===== src/rtl/cfg_loader_pkg.sv =====
package cfg_loader_pkg;

    // Width of the mode select bus.
    localparam int unsigned MODE_W = 3;

    // The two low mode bits that select slave serial loading (top bit is don't care).
    localparam logic [1:0] SLAVE_SERIAL_LOW = 2'b11;

    // Load sequencing phases.
    typedef enum logic [1:0] {
        LD_WAIT    = 2'd0,
        LD_SHIFT   = 2'd1,
        LD_FORWARD = 2'd2
    } ld_state_e;

    // One accepted-bit event handed from the sequencer to the packer.
    typedef struct packed {
        logic accept;  // a bit is taken on this edge
        logic bit_val; // value of the bit
        logic last;    // it is the final own bit
    } bit_evt_t;

    // True when the mode pins ask for slave serial loading.
    function automatic logic mode_selects_serial(input logic [MODE_W-1:0] m);
        return (m[1:0] == SLAVE_SERIAL_LOW);
    endfunction

endpackage


===== src/rtl/cfg_seq_ctrl.sv =====
module cfg_seq_ctrl
    import cfg_loader_pkg::*;
#(
    parameter int unsigned OWN_BITS = 3430400
) (
    input  logic              clk,
    input  logic              rst,
    input  logic [MODE_W-1:0] mode_pins,
    input  logic              init_ready,
    input  logic              din,
    output bit_evt_t          evt,
    output logic              forwarding
);

    localparam int unsigned    CW       = $clog2(OWN_BITS + 1);
    localparam logic [CW-1:0]  LAST_IDX = CW'(OWN_BITS - 1);
    localparam logic [CW-1:0]  FULL_CNT = CW'(OWN_BITS);

    ld_state_e     st_q, st_d;
    logic [CW-1:0] cnt_q;
    logic          start;
    logic          accept;
    logic          last;

    // A start is only decided while waiting; afterwards the pins are ignored.
    assign start  = (st_q == LD_WAIT) && init_ready && mode_selects_serial(mode_pins);
    assign accept = start || (st_q == LD_SHIFT);
    assign last   = accept && (cnt_q == LAST_IDX);

    always_comb begin
        st_d = st_q;
        unique case (st_q)
            LD_WAIT:    if (start) st_d = last ? LD_FORWARD : LD_SHIFT;
            LD_SHIFT:   if (last)  st_d = LD_FORWARD;
            LD_FORWARD: st_d = LD_FORWARD;
            default:    st_d = LD_WAIT;
        endcase
    end

    always_ff @(posedge clk) begin
        if (rst) begin
            st_q  <= LD_WAIT;
            cnt_q <= '0;
        end else begin
            st_q <= st_d;
            if (accept) cnt_q <= cnt_q + 1'b1;
        end
    end

    assign evt.accept  = accept;
    assign evt.bit_val = din;
    assign evt.last    = last;
    assign forwarding  = (st_q == LD_FORWARD);


    done_sticky_chk: assert property (@(posedge clk) disable iff (rst)
        forwarding |=> forwarding);


    last_sets_done_chk: assert property (@(posedge clk) disable iff (rst)
        last |=> forwarding);


    wait_clear_chk: assert property (@(posedge clk) disable iff (rst)
        (st_q == LD_WAIT) |-> (cnt_q == '0));


    cnt_bound_chk: assert property (@(posedge clk) disable iff (rst)
        cnt_q <= FULL_CNT);


    no_accept_fwd_chk: assert property (@(posedge clk) disable iff (rst)
        forwarding |-> !accept);

endmodule


===== src/rtl/cfg_word_packer.sv =====
module cfg_word_packer
    import cfg_loader_pkg::*;
#(
    parameter int unsigned WORD_W = 32
) (
    input  logic              clk,
    input  logic              rst,
    input  bit_evt_t          evt,
    output logic [WORD_W-1:0] word_data,
    output logic              word_valid
);

    localparam int unsigned   FW   = $clog2(WORD_W + 1);
    localparam logic [FW-1:0] FULL = FW'(WORD_W);

    logic [WORD_W-1:0] sh_q;
    logic [FW-1:0]     fill_q;
    logic [WORD_W-1:0] sh_n;
    logic [FW-1:0]     fill_n;
    logic [FW-1:0]     pad_amt;
    logic              emit;
    logic [WORD_W-1:0] aligned;
    logic [WORD_W-1:0] data_q;
    logic              valid_q;

    always_comb begin
        sh_n    = {sh_q[WORD_W-2:0], evt.bit_val};
        fill_n  = fill_q + 1'b1;
        emit    = evt.accept && ((fill_n == FULL) || evt.last);
        pad_amt = FULL - fill_n;
        aligned = sh_n << pad_amt;
    end

    always_ff @(posedge clk) begin
        if (rst) begin
            sh_q    <= '0;
            fill_q  <= '0;
            data_q  <= '0;
            valid_q <= 1'b0;
        end else begin
            valid_q <= emit;
            if (evt.accept) begin
                if (emit) begin
                    data_q <= aligned;
                    sh_q   <= '0;
                    fill_q <= '0;
                end else begin
                    sh_q   <= sh_n;
                    fill_q <= fill_n;
                end
            end
        end
    end

    assign word_data  = data_q;
    assign word_valid = valid_q;


    valid_pulse_chk: assert property (@(posedge clk) disable iff (rst)
        word_valid |=> !word_valid);


    fill_range_chk: assert property (@(posedge clk) disable iff (rst)
        fill_q < FULL);


    last_flush_chk: assert property (@(posedge clk) disable iff (rst)
        (evt.accept && evt.last) |=> (word_valid && (fill_q == '0)));

endmodule


===== src/rtl/cfg_chain_fwd.sv =====
module cfg_chain_fwd (
    input  logic clk,
    input  logic rst,
    input  logic forwarding,
    input  logic din,
    output logic dout
);

    logic din_q;
    logic fwd_q;
    logic dout_q;

    // Stage one samples the line and notes whether it was a forwarded bit;
    // stage two launches it downstream on the next rising edge.
    always_ff @(posedge clk) begin
        if (rst) begin
            din_q  <= 1'b0;
            fwd_q  <= 1'b0;
            dout_q <= 1'b0;
        end else begin
            din_q  <= din;
            fwd_q  <= forwarding;
            dout_q <= fwd_q ? din_q : 1'b0;
        end
    end

    assign dout = dout_q;


    dout_quiet_chk: assert property (@(posedge clk) disable iff (rst)
        !forwarding |-> !dout);


    dout_delay_chk: assert property (@(posedge clk) disable iff (rst)
        forwarding |-> ##2 (dout == $past(din, 2)));

endmodule


===== src/rtl/serial_cfg_loader.sv =====
module serial_cfg_loader
    import cfg_loader_pkg::*;
#(
    parameter int unsigned OWN_BITS = 3430400,
    parameter int unsigned WORD_W   = 32
) (
    input  logic              cfg_clk,
    input  logic              rst,
    input  logic              cfg_din,
    input  logic [2:0]        mode_pins,
    input  logic              init_ready,
    output logic              cfg_dout,
    output logic [WORD_W-1:0] word_data,
    output logic              word_valid,
    output logic              done
);

    bit_evt_t evt;
    logic     forwarding;

    cfg_seq_ctrl #(
        .OWN_BITS (OWN_BITS)
    ) seq_i (
        .clk        (cfg_clk),
        .rst        (rst),
        .mode_pins  (mode_pins),
        .init_ready (init_ready),
        .din        (cfg_din),
        .evt        (evt),
        .forwarding (forwarding)
    );

    cfg_word_packer #(
        .WORD_W (WORD_W)
    ) pack_i (
        .clk        (cfg_clk),
        .rst        (rst),
        .evt        (evt),
        .word_data  (word_data),
        .word_valid (word_valid)
    );

    cfg_chain_fwd fwd_i (
        .clk        (cfg_clk),
        .rst        (rst),
        .forwarding (forwarding),
        .din        (cfg_din),
        .dout       (cfg_dout)
    );

    assign done = forwarding;


    no_word_fwd_chk: assert property (@(posedge cfg_clk) disable iff (rst)
        (done && $past(done)) |-> !word_valid);

endmodule


===== config.mk =====
export PLATFORM = sky130hd
export DESIGN_NAME = serial_cfg_loader
export DESIGN_NICKNAME = d
export VERILOG_FILES = /design/src/rtl/cfg_loader_pkg.sv /design/src/rtl/cfg_seq_ctrl.sv /design/src/rtl/cfg_word_packer.sv /design/src/rtl/cfg_chain_fwd.sv /design/src/rtl/serial_cfg_loader.sv
export SDC_FILE = /design/constraint.sdc
export NUM_CORES = 1
export LEC_CHECK = 0
export ABC_AREA = 1
export BUFFER_PORTS_ARGS = -buffer_cell sky130_fd_sc_hd__buf_2
export CORE_ASPECT_RATIO = 2
export CORE_MARGIN = 2
export CORE_UTILIZATION = 66
export DETAILED_ROUTE_END_ITERATION = 10
export PLACE_DENSITY = 0.95
export SYNTH_ARGS = -nofsm -noshare
export SYNTH_HDL_FRONTEND = slang
export SYNTH_SLANG_ARGS = --single-unit

===== constraint.sdc =====
create_clock -name cfg_clk -period 4.35 [get_ports cfg_clk]
set_clock_uncertainty 0.05 [all_clocks]
set_input_delay 0.2175 -clock cfg_clk [delete_from_list [all_inputs] [get_ports cfg_clk]]
set_output_delay 0.2175 -clock cfg_clk [all_outputs]
set_load 0.02 [all_outputs]

==> flow_summary_export.csv <==
group,metric,value,unit
worst_setup_path,crit_arrival,3.34,ns
layout,fin_cells,1166,
timing,whs,0.170,ns
worst_setup_path,crit_fanout,63,
layout,layout.nets,1072,
synthesis,syn_area,6150,um^2
clock_network,cts_buffers,9,
power,p_clk_share,28.2,%
clock_network,cts_sinks,97,
synthesis,yosysMostFrequentCell,"nand2_1",
synthesis,yosysSeqAreaShare,31.6,%
place,port_buffers,40,
timing,rsz0062_at_grt,"no",
die,io-pin-count,42,
power,internal_power,1.77,mW
drt,vias,6682,
timing,fmax,0.323,GHz
synthesis,syn_inst,1059,
timing,tns,0,ns
synthesis,synth_compound_area_share,9.64,%
clock_network,clockBufferDepth,2,
power,ir_drop,0.397,mV
drt,ant_nets,0,
synthesis,syn_avg_cell_area,5.81,um^2
timing,setup_viol,0,
clock_network,hold_buffers,0,
clock_network,clkTransAtPathRegs,0.07,ns
global_routing,track_usage,31.7,%
power,p_per_area,471,nW/um^2
layout,n_antenna_cell,0,
layout,drive_above_1_share,8.18,%
drt,routedWlPerCell,13.4,um
drt,drtIter0Drc,724,
global_routing,grt_pass1_wl,25900,um
power,switching_share,42.6,%
synthesis,synthXorXnorAreaFrac,0.834,%
timing,maxSlewHeadroom,30.2,%
synthesis,yosysTopAreaCellShare,31.6,%
clock_network,clkLatencyLatePin,0.35,ns
timing,fin_crit,3.10,ns
die,dieArea,10200,um^2
worst_setup_path,end_kind,"register",
die,core_area,9010,um^2
power,cellLeakagePower,2.84,nW
synthesis,synth_nets,1072,
timing,final_max_slew_viol_count,0,
power,power_frac_seq,30.4,%
global_routing,grt_max_degree,64,
clock_network,h-tree-depth,3,
synthesis,async_flop_share,0,%
synthesis,synth-simple-area-share,47.1,%
synthesis,synth_top_family_by_area,"simple AND/OR/NAND/NOR gates",
synthesis,synth_warnings,0,
synthesis,synthAdderAreaFrac,1.22,%
synthesis,ys.flop_type,"dfxtp_1",
drt,via_per_inst,5.73,
clock_network,cts_setup_buffers,0,
global_routing,antenna_found_initial,0,
synthesis,muxShareOfSynthArea,0,%
job,drv_cap,0,
die,fp.dieW,72.3,um
power,p_switching,1.32,mW
worst_setup_path,critical_path_class,"reg -> reg",
run_status,status,"finished clean",
timing,final_hold_viol_count,0,
timing,worst_pin_slew,1.04,ns
layout,area_delta_synth_final,6.49,%
synthesis,synthTopCellsByArea,"dfxtp_1 (32%), nand2_1 (29%), nand3_1 (10%), a21oi_1 (6.7%), inv_1 (3.8%)",
drt,drt-total-wl,15600,um
place,gp_congestion,1.04,
synthesis,yosys.cell_types.count,30,
place,hpwl,10700,um
drt,dr.pass1.iters,7,
synthesis,ys_top_cells_by_count,"nand2_1 (480), nand3_1 (126), dfxtp_1 (97)",
synthesis,ys_ff_latch,97,
power,combPwrFrac,41.4,%
clock_network,cts-resized-gates,0,
min_path,hold_class,"in -> reg",
global_routing,grt_pass1_vias,5974,
synthesis,yosysTopAreaCell,"dfxtp_1",
clock_network,cts_root_buf,"clkbuf_16",
worst_setup_path,startpoint_type,"register",
drt,remaining_drc_errors,0,
worst_setup_path,critical_path_required,4.59,ns
timing,timing.final.crit_share,71.3,%
die,die_h,141,um
die,std_cell_rows,49,
global_routing,grt-ovfl-total,0,
die,initial_core_util,68.2,%
clock_network,cts_tree,"done",
synthesis,synth_edf_count,0,
place,dp.cells,1150,
==> registers in the layout (all words and copies together), names as in the netlist <==
register           cells
pack_i.word_valid      1
fwd_i.dout             1
seq_i.cnt_q           22
pack_i.word_data      32
seq_i.st_q             2
fwd_i.fwd_q            1
pack_i.sh_q           31
fwd_i.din_q            1
pack_i.fill_q          6
==> area by class of cell <==
type	count	area, um^2
Fill cell	781	2460
Tap cell	102	128
Inverter	75	287
Clock buffer	10	229
Multi-Input combinational cell	829	3610
Timing Repair Buffer	47	253
Clock inverter	6	96.3
Sequential cell	97	1940
==> kinds of logic after synthesis <==
| group | Yosys count |
|---|---|
| AO/OA/AOI/OAI | 117 |
| XOR/XNOR | 5 |
| adder cells (fa/ha/maj) | 6 |
| buffers and inverters | 133 |
| flip-flops | 97 |
| AND/OR/NAND/NOR | 701 |
==> metal layers <==
layer  vias up  GRT usage [%]  wire (um)
met5         -              0          0
met1      2948           33.4       5570
met3        74           4.75        863
met2       297           56.3       8340
li1       3363              -          -
met4         0           20.4        867
==> placed cells by master, fill, tap and decap left out, drive strengths merged <==
cell,netlist,final
a21oi,82,82
buf,36,47
dfxtp,97,97
o21a,1,1
xor2,4,4
clkbuf,22,10
a211oi,1,1
nand2,487,487
bufinv,0,2
nand4,7,7
nor2,62,62
clkinvlp,0,1
o21ai,32,32
ha,6,6
and2,1,1
o21bai,1,1
xnor2,1,1
clkinv,2,2
nand3,127,127
inv,73,76
nor3,9,9
nand3b,8,8
==> path summary, 6_finish.rpt <==
path | depth (start not counted) | end | slack (ns) | startpoint
worst max-delay path | 11 | pack_i.word_data[17] | 1.25 | pack_i.fill_q[0]
worst min-delay path | 3 | fwd_i.din_q | 0.17 | cfg_din
worst max register to register | 11 | pack_i.word_data[17] | 1.25 | pack_i.fill_q[0]
worst min register to register | 2 | fwd_i.dout | 0.36 | fwd_i.fwd_q
==> power groups by stage <==
stage / Combinational (mW) / Sequential, mW / Clock (mW)
finish: 1.28 / 0.937 / 0.870
global route: 1.41 / 0.942 / 0.915
CTS: 1.24 / 0.937 / 0.873
detailed placement: 1.23 / 0.957 / 0
global placement: 1.21 / 0.955 / 0
floorplan: 1.02 / 0.951 / 0
==> per-stage QoR <==
stage	utilization [%]	total power, mW	setup slack [ns]	cell area [um^2]
floorplan	-	1.97	2.46	6150
global placement	69.1	2.17	1.48	6220
detailed placement	69.1	2.18	1.41	6220
CTS	72.7	3.05	1.35	6550
global route	72.7	3.27	0.979	6550
finish	72.7	3.09	1.25	6550
==> critical path, stage by stage, from the launching register on <==
cell and delay [ns]:
dfxtp_2 0.33, buf_4 0.49, inv_4 0.31, nand2_1 0.20
nand2_2 0.49, nand2_1 0.24, nand3_1 0.14, a21oi_1 0.36
nor2_1 0.13, nor2_1 0.14, nor2_1 0.05, nor2_1 0.08
No activity file was read; power rests on OpenSTA's default activity.
